## src/rtl/dca_pkg.sv

```systemverilog
package dca_pkg;
    typedef enum logic [1:0] {
        ST_IDLE = 2'd0,
        ST_BUSY = 2'd1,
        ST_GAP  = 2'd2
    } arb_state_e;
endpackage

```

## src/rtl/dca_prio_pick.sv

```systemverilog
module dca_prio_pick #(
    parameter int NCH = 4
) (
    input  logic [NCH-1:0] pend_i,
    output logic [NCH-1:0] pick_o
);
    always_comb begin
        pick_o = '0;
        for (int i = NCH - 1; i >= 0; i--) begin
            if (pend_i[i]) begin
                pick_o    = '0;
                pick_o[i] = 1'b1;
            end
        end
    end
endmodule

```

## src/rtl/dca_group.sv

```systemverilog
module dca_group
    import dca_pkg::*;
#(
    parameter int NCH = 4
) (
    input  logic           clk,
    input  logic           rst_n,
    input  logic [NCH-1:0] req_i,
    input  logic [NCH-1:0] mask_i,
    input  logic           hlda_i,
    input  logic           done_i,
    output logic           hrq_o,
    output logic [NCH-1:0] ack_o
);
    typedef struct packed {
        arb_state_e     st;
        logic           hrq;
        logic [NCH-1:0] ack;
    } grp_reg_t;

    grp_reg_t       r_d, r_q;
    logic [NCH-1:0] pend_w;
    logic [NCH-1:0] pick_w;

    assign pend_w = req_i & ~mask_i;

    dca_prio_pick #(.NCH(NCH)) u_pick (
        .pend_i (pend_w),
        .pick_o (pick_w)
    );

    always_comb begin
        r_d = r_q;
        case (r_q.st)
            ST_IDLE: begin
                r_d.hrq = |pend_w;
                if (r_q.hrq && hlda_i && (|pend_w)) begin
                    r_d.ack = pick_w;
                    r_d.st  = ST_BUSY;
                end
            end
            ST_BUSY: begin
                if (done_i) begin
                    r_d.ack = '0;
                    r_d.hrq = 1'b0;
                    r_d.st  = ST_GAP;
                end
            end
            ST_GAP: begin
                r_d.hrq = |pend_w;
                r_d.st  = ST_IDLE;
            end
            default: begin
                r_d.st  = ST_IDLE;
                r_d.hrq = 1'b0;
                r_d.ack = '0;
            end
        endcase
    end

    always_ff @(posedge clk) begin
        if (!rst_n) begin
            r_q.st  <= ST_IDLE;
            r_q.hrq <= 1'b0;
            r_q.ack <= '0;
        end else begin
            r_q <= r_d;
        end
    end

    assign hrq_o = r_q.hrq;
    assign ack_o = r_q.ack;

    p_onehot_ack_r7: assert property (@(posedge clk) disable iff (!rst_n)
        $onehot0(ack_o));
    p_hold_session_r2: assert property (@(posedge clk) disable iff (!rst_n)
        ((|ack_o) && !done_i) |=> $stable(ack_o));
    p_gap_after_done_r3: assert property (@(posedge clk) disable iff (!rst_n)
        ((|ack_o) && done_i) |=> (ack_o == '0));
    p_grant_needs_hlda_r5: assert property (@(posedge clk) disable iff (!rst_n)
        $rose(|ack_o) |-> $past(hlda_i));
    p_hold_while_granted_r4: assert property (@(posedge clk) disable iff (!rst_n)
        (|ack_o) |-> hrq_o);
endmodule

```

## src/rtl/dma_cascade_arb.sv

```systemverilog
module dma_cascade_arb #(
    parameter int GRP = 4
) (
    input  logic             clk,
    input  logic             rst_n,
    input  logic [2*GRP-1:0] req_i,
    input  logic [2*GRP-1:0] mask_i,
    input  logic             hlda_i,
    input  logic             done_i,
    output logic             hold_req_o,
    output logic [2*GRP-1:0] ack_o,
    output logic             wide_o
);
    localparam int NTOT = 2 * GRP;
    localparam int CASC = GRP;

    logic           s_hrq;
    logic [GRP-1:0] s_ack;
    logic [GRP-1:0] m_req, m_mask, m_ack;
    logic           m_hrq;
    logic           unused_casc_bits;

    assign unused_casc_bits = req_i[CASC] ^ mask_i[CASC];

    dca_group #(.NCH(GRP)) u_slave (
        .clk    (clk),
        .rst_n  (rst_n),
        .req_i  (req_i[GRP-1:0]),
        .mask_i (mask_i[GRP-1:0]),
        .hlda_i (m_ack[0]),
        .done_i (done_i),
        .hrq_o  (s_hrq),
        .ack_o  (s_ack)
    );

    assign m_req  = {req_i[NTOT-1:CASC+1], s_hrq};
    assign m_mask = {mask_i[NTOT-1:CASC+1], 1'b0};

    dca_group #(.NCH(GRP)) u_master (
        .clk    (clk),
        .rst_n  (rst_n),
        .req_i  (m_req),
        .mask_i (m_mask),
        .hlda_i (hlda_i),
        .done_i (done_i),
        .hrq_o  (m_hrq),
        .ack_o  (m_ack)
    );

    assign hold_req_o = m_hrq;
    assign ack_o      = {m_ack[GRP-1:1], 1'b0, s_ack};
    assign wide_o     = |m_ack[GRP-1:1];

    p_total_onehot_r7: assert property (@(posedge clk) disable iff (!rst_n)
        $onehot0(ack_o));
    p_slave_inside_cascade_r1: assert property (@(posedge clk) disable iff (!rst_n)
        (|s_ack) |-> m_ack[0]);
    p_wide_only_upper_r8: assert property (@(posedge clk) disable iff (!rst_n)
        wide_o |-> (s_ack == '0));
endmodule

```

## config.mk

```make
export PLATFORM = sky130hd
export DESIGN_NAME = dma_cascade_arb
export DESIGN_NICKNAME = d
export VERILOG_FILES = /design/src/rtl/dca_pkg.sv /design/src/rtl/dca_prio_pick.sv /design/src/rtl/dca_group.sv /design/src/rtl/dma_cascade_arb.sv
export SDC_FILE = /design/constraint.sdc
export NUM_CORES = 1
export LEC_CHECK = 0
export BUFFER_PORTS_ARGS = -buffer_cell sky130_fd_sc_hd__buf_4
export CAP_MARGIN = 0
export CORE_AREA = 2 2 59 47
export DETAILED_ROUTE_END_ITERATION = 16
export DIE_AREA = 0 0 61 49
export PLACE_DENSITY_LB_ADDON = 0.15
export SKIP_CTS_REPAIR_TIMING = 1
export SLEW_MARGIN = 20
export SYNTH_ARGS = -nofsm -noshare
export SYNTH_HDL_FRONTEND = slang
export SYNTH_HIERARCHICAL = 1
export SYNTH_SLANG_ARGS = --single-unit
```

## constraint.sdc

```tcl
create_clock -name clk -period 1.28 [get_ports clk]
set_input_delay 0.128 -clock clk [delete_from_list [all_inputs] [get_ports clk]]
set_output_delay 0.128 -clock clk [all_outputs]
set_load 0.02 [all_outputs]
```

# After elaboration in Yosys (flattened, before gate mapping)
# Index checks and enable logic that the tools add are counted.
# W data, S select, Z words.
[word_totals]
word_cells = 50
register_bits = 14
in_bits = 20
output_inout_bits = 10
[op_classes]
bitwise = 6
n_mux = 17
n_eq_ne = 8
n_reduce_logical = 13
[op_table]
columns = ["op", "count"]
rows = [
  ["$mux W4", 10],
  ["$pmux W4 S3", 2],
  ["$pmux W3 S3", 2],
  ["$and A4 B4 Y4", 2],
  ["$not A4 Y4", 2],
  ["$reduce_or A4 Y1", 2],
  ["$mux W7", 1],
  ["$reduce_and A3 Y1", 2],
  ["$eq A2 B1 Y1 const B", 2],
  ["$eq A2 B2 Y1 const B", 2],
  ["$logic_and A1 B1 Y1", 4],
  ["$logic_not A2 Y1", 2],
  ["$mux W2", 2],
  ["$ne A2 B1 Y1 const B", 2],
  ["$ne A2 B2 Y1 const B", 2],
  ["$reduce_and A2 Y1", 2],
  ["$reduce_or A3 Y1", 1],
  ["$not A1 Y1", 2],
]

# Longest topological paths before layout
[depth]
ltp_word = 8
mapped_depth = 5
ltp_nobuf = 4

# By module
# The synthesis kept the hierarchy.
[modules_own_cells]
columns = ["mod", "seq_area_each_um2", "instances", "area_per_inst_um2", "cells_per_inst"]
rows = [
  ["dca_group", 140.1, 2, 360.3, 32],
  ["dca_prio_pick", 0.0, 2, 38.8, 4],
  ["dma_cascade_arb", 0.0, 1, 17.5, 3],
]

# Least setup slack after synthesis
# No wires, ideal clock.
[synth_timing]
kind = "register to register"
start = "register u_master.r_q, in the netlist u_master/hrq_o"
end = "register u_master.r_q, in the netlist u_master/ack_o[0]"
t_arrival_ns = 1.167
setup_time_ns = 0.117
path_stages_with_launch = 5
required_ns = 1.163
period_less_slack_ns = 1.284
setup_slack_ns = -0.004
n_path_buf = 0
cell_sequence = "dfxtp_1 -> and3b_2 -> o41ai_4 -> a31o_2 -> a22o_1"
[synth_via]
elab_chain_cells = 4
[synth_lines]
columns = ["element", "line", "text"]
rows = [
  ["from (decl)", "dca_group.sv:21", "grp_reg_t r_d, r_q;"],
  ["from (signal assigned)", "dca_group.sv:67", "r_q <= r_d;"],
  ["$logic_and A1 B1 Y1 (2 in series)", "dca_group.sv:37", "if (r_q.hrq && hlda_i && (|pend_w)) begin"],
  ["$ne A2 B1 Y1 (no source line)", "-", ""],
  ["$reduce_and A3 Y1 (no source line)", "-", ""],
]
# No other way between the ends.
# A chain may end at the register's enable or synchronous reset.

# Worst setup path in the final report
[layout_timing]
start = "register u_master.r_q, in the netlist u_master/ack_o[2]"
end = "output port wide_o"
[layout_via]
elab_chain_cells = 1
[layout_lines]
columns = ["element", "line", "text"]
rows = [
  ["$reduce_or A3 Y1", "dma_cascade_arb.sv:52", "assign wide_o = |m_ack[GRP-1:1];"],
  ["to (decl)", "dma_cascade_arb.sv:12", "output logic wide_o"],
]
# No other way between the ends.

==> run summary <==
Run status: finished clean
Min-Delay Path Class: in -> reg
CP required: 1.15 ns
Detailed router's first-iteration violation count: 7
Clock share of power: 0.329
Crit path DAT: 1.11 ns
Die H: 49 um
Flop pwr share: 0.479
CTS root buf: clkbuf_4
Multi-input gate area: 476.7 um^2
Switching pwr: 222.8 uW
Register Area: 282.8 um^2
Met1 Use GR: 0.1712
CTS tree: built
YS warnings: 6
Worst vdd ir: 487.6 uV
Gate power share: 0.192
Placer Congestion: 0.6826
WS Path Type: reg -> out
Number of synthesized flops with an enable pin: 0
FMAX: 810.7 MHz
Gr busiest metal: met1
Max clock buf depth: 2
Setup tns final: 0 ns
Syn Inst Count: 75
Synth cell types: 23
Net Sw Frac: 0.2358
Crit path launch type: register
Most frequent cells in the layout: buf_4 (33), dfxtp_1 (12), a22o_1 (8)
Mean Syn Cell Area: 10.88 um^2
Async S/R FF share, synth: 0
Power per cell area: 862.0 mW/mm^2
Clock sink count: 14
Leak: 0.4747 nW
Critical path's slowest cell: or3_1
Antenna violations before repair: 0
Drt first pass iters: 4
Commonest non-fill, non-tap cell in the layout: buf_4
Number of synthesized register bits: 14
Residual DRC: 0
Ys flop type: dfxtp_1
Vias in the first global route: 492
Final net count: 123
Clk slew on worst S/H paths: 0.09 ns
Die footprint: 0.002989 mm^2
Layout fillers: 262
Top Ports: 30
Slew Limit Fails: 0
Final Hold Vio Count: 0
First-pass GRT wire length: 2.283 mm
Vias: 602
Clk Latency, worst-skew pair: 0.28 ns
Setup Viol. Count Final: 0
Worst-path fanout max: 2
Synthesized area: 815.8 um^2
Crit-path max cell delay: 0.35 ns
CP Capture Type: primary output
P_int: 722.0 uW
Worst hold slack: 0.1225 ns
Htree depth: 1
All-Layer GR Usage: 0.1048
Place WS: -0.006648 ns
DR WL/cell: 10.45 um
Final period utilization: 0.9636
IO Port Bufs: 26
Layout area overhead: 34.36%
Layout cells sized above 1: 0.5686
Core area: 0.002462 mm^2
Design Area, Final: 0.001096 mm^2
Routed vias/inst: 4.362
Max-cap viol count: 0
Initial Util: 0.3313
Final setup margin: 0.04657 ns
Util after Layout: 0.4451
Standard-cell rows: 16
Met3 global-route usage: 0.05836
Post-DP HPWL: 1.163 mm
Remaining Overflow, GRT: 0
Critical-path cell list: or3_1 > buf_4
Cts bufs inserted: 3
Non-Filler Instances: 138
Met2 usage: 0.1129
Antenna diodes: 0
Fin crit period: 1.233 ns
Antenna-violating nets left: 0
Register area share after synthesis: 0.3436
Cell Area, Placed: 0.001023 mm^2
Total design power: 944.7 uW
Setup Skew: 0.005946 ns
Largest net degree at the start of global routing: 9
Die W: 61 um
Post-placement cell count: 133
Post-detailed-routing wire length: 1.442 mm
final timing paths:
check	from	endpoint	slack [ns]	cells after the start
min	rst_n	u_master/hrq_o	0.12	2
max reg2reg	u_slave/hrq_o	u_master/hrq_o	0.06	5
min reg2reg	u_master/ack_o[0]	u_master/ack_o[0]	0.48	1
max	u_master/ack_o[2]	wide_o	0.05	2
layout make-up:
type	count	share of cell area
multi-input combinational	49	0.4349
sequential	14	0.2580
timing repair buffer	33	0.2260
tap	36	0.04110
clock buffer	4	0.03311
inverter	2	0.006849
registers in the layout, summed over array words and instances (netlist names):
signal          cells
u_slave/hrq_o       1
u_master/ack_o      4
u_master/hrq_o      1
u_master/r_q        2
u_slave/r_q         2
u_slave/ack_o       4
worst max-delay path: cells and delay by family (launching register included):
kind | cells | cell delay, ns
buffers and inverters | 1 | 0.16
DFF | 1 | 0.32
and+or+nand+nor | 1 | 0.35
cell families (layout without fill, tap and decap cells):
kind of cell | after synthesis | in the layout | synth area share
flip-flops | 14 | 14 | 0.3436
AND/OR/NAND/NOR | 33 | 33 | 0.3482
buffers and inverters | 13 | 39 | 0.1104
other | 1 | 2 | 0.004597
AO/OA/AOI/OAI | 14 | 14 | 0.1933
Yosys cell counts, types with 4 or more instances:
cell type	count	area [um^2]
buf_4	11	82.58
a22o_1	8	70.07
nor2b_4	4	55.05
dfxtp_1	14	280.3
nor3b_1	4	30.03
layer usage:
metal	up-vias	wire, um
met5	-	0
met4	0	0
met3	0	115
met2	19	580
met1	267	745
li1	316	-
power by group through the flow:
stage                     Combinational, mW  Sequential (mW)  Clock [mW]
after floorplan                       0.101            0.465           0
after global placement                0.170            0.463           0
after detailed placement              0.171            0.463           0
after CTS                             0.172            0.453       0.326
after global routing                  0.197            0.455       0.351
final                                 0.181            0.453       0.310
Power figures use the tool's default switching activity.
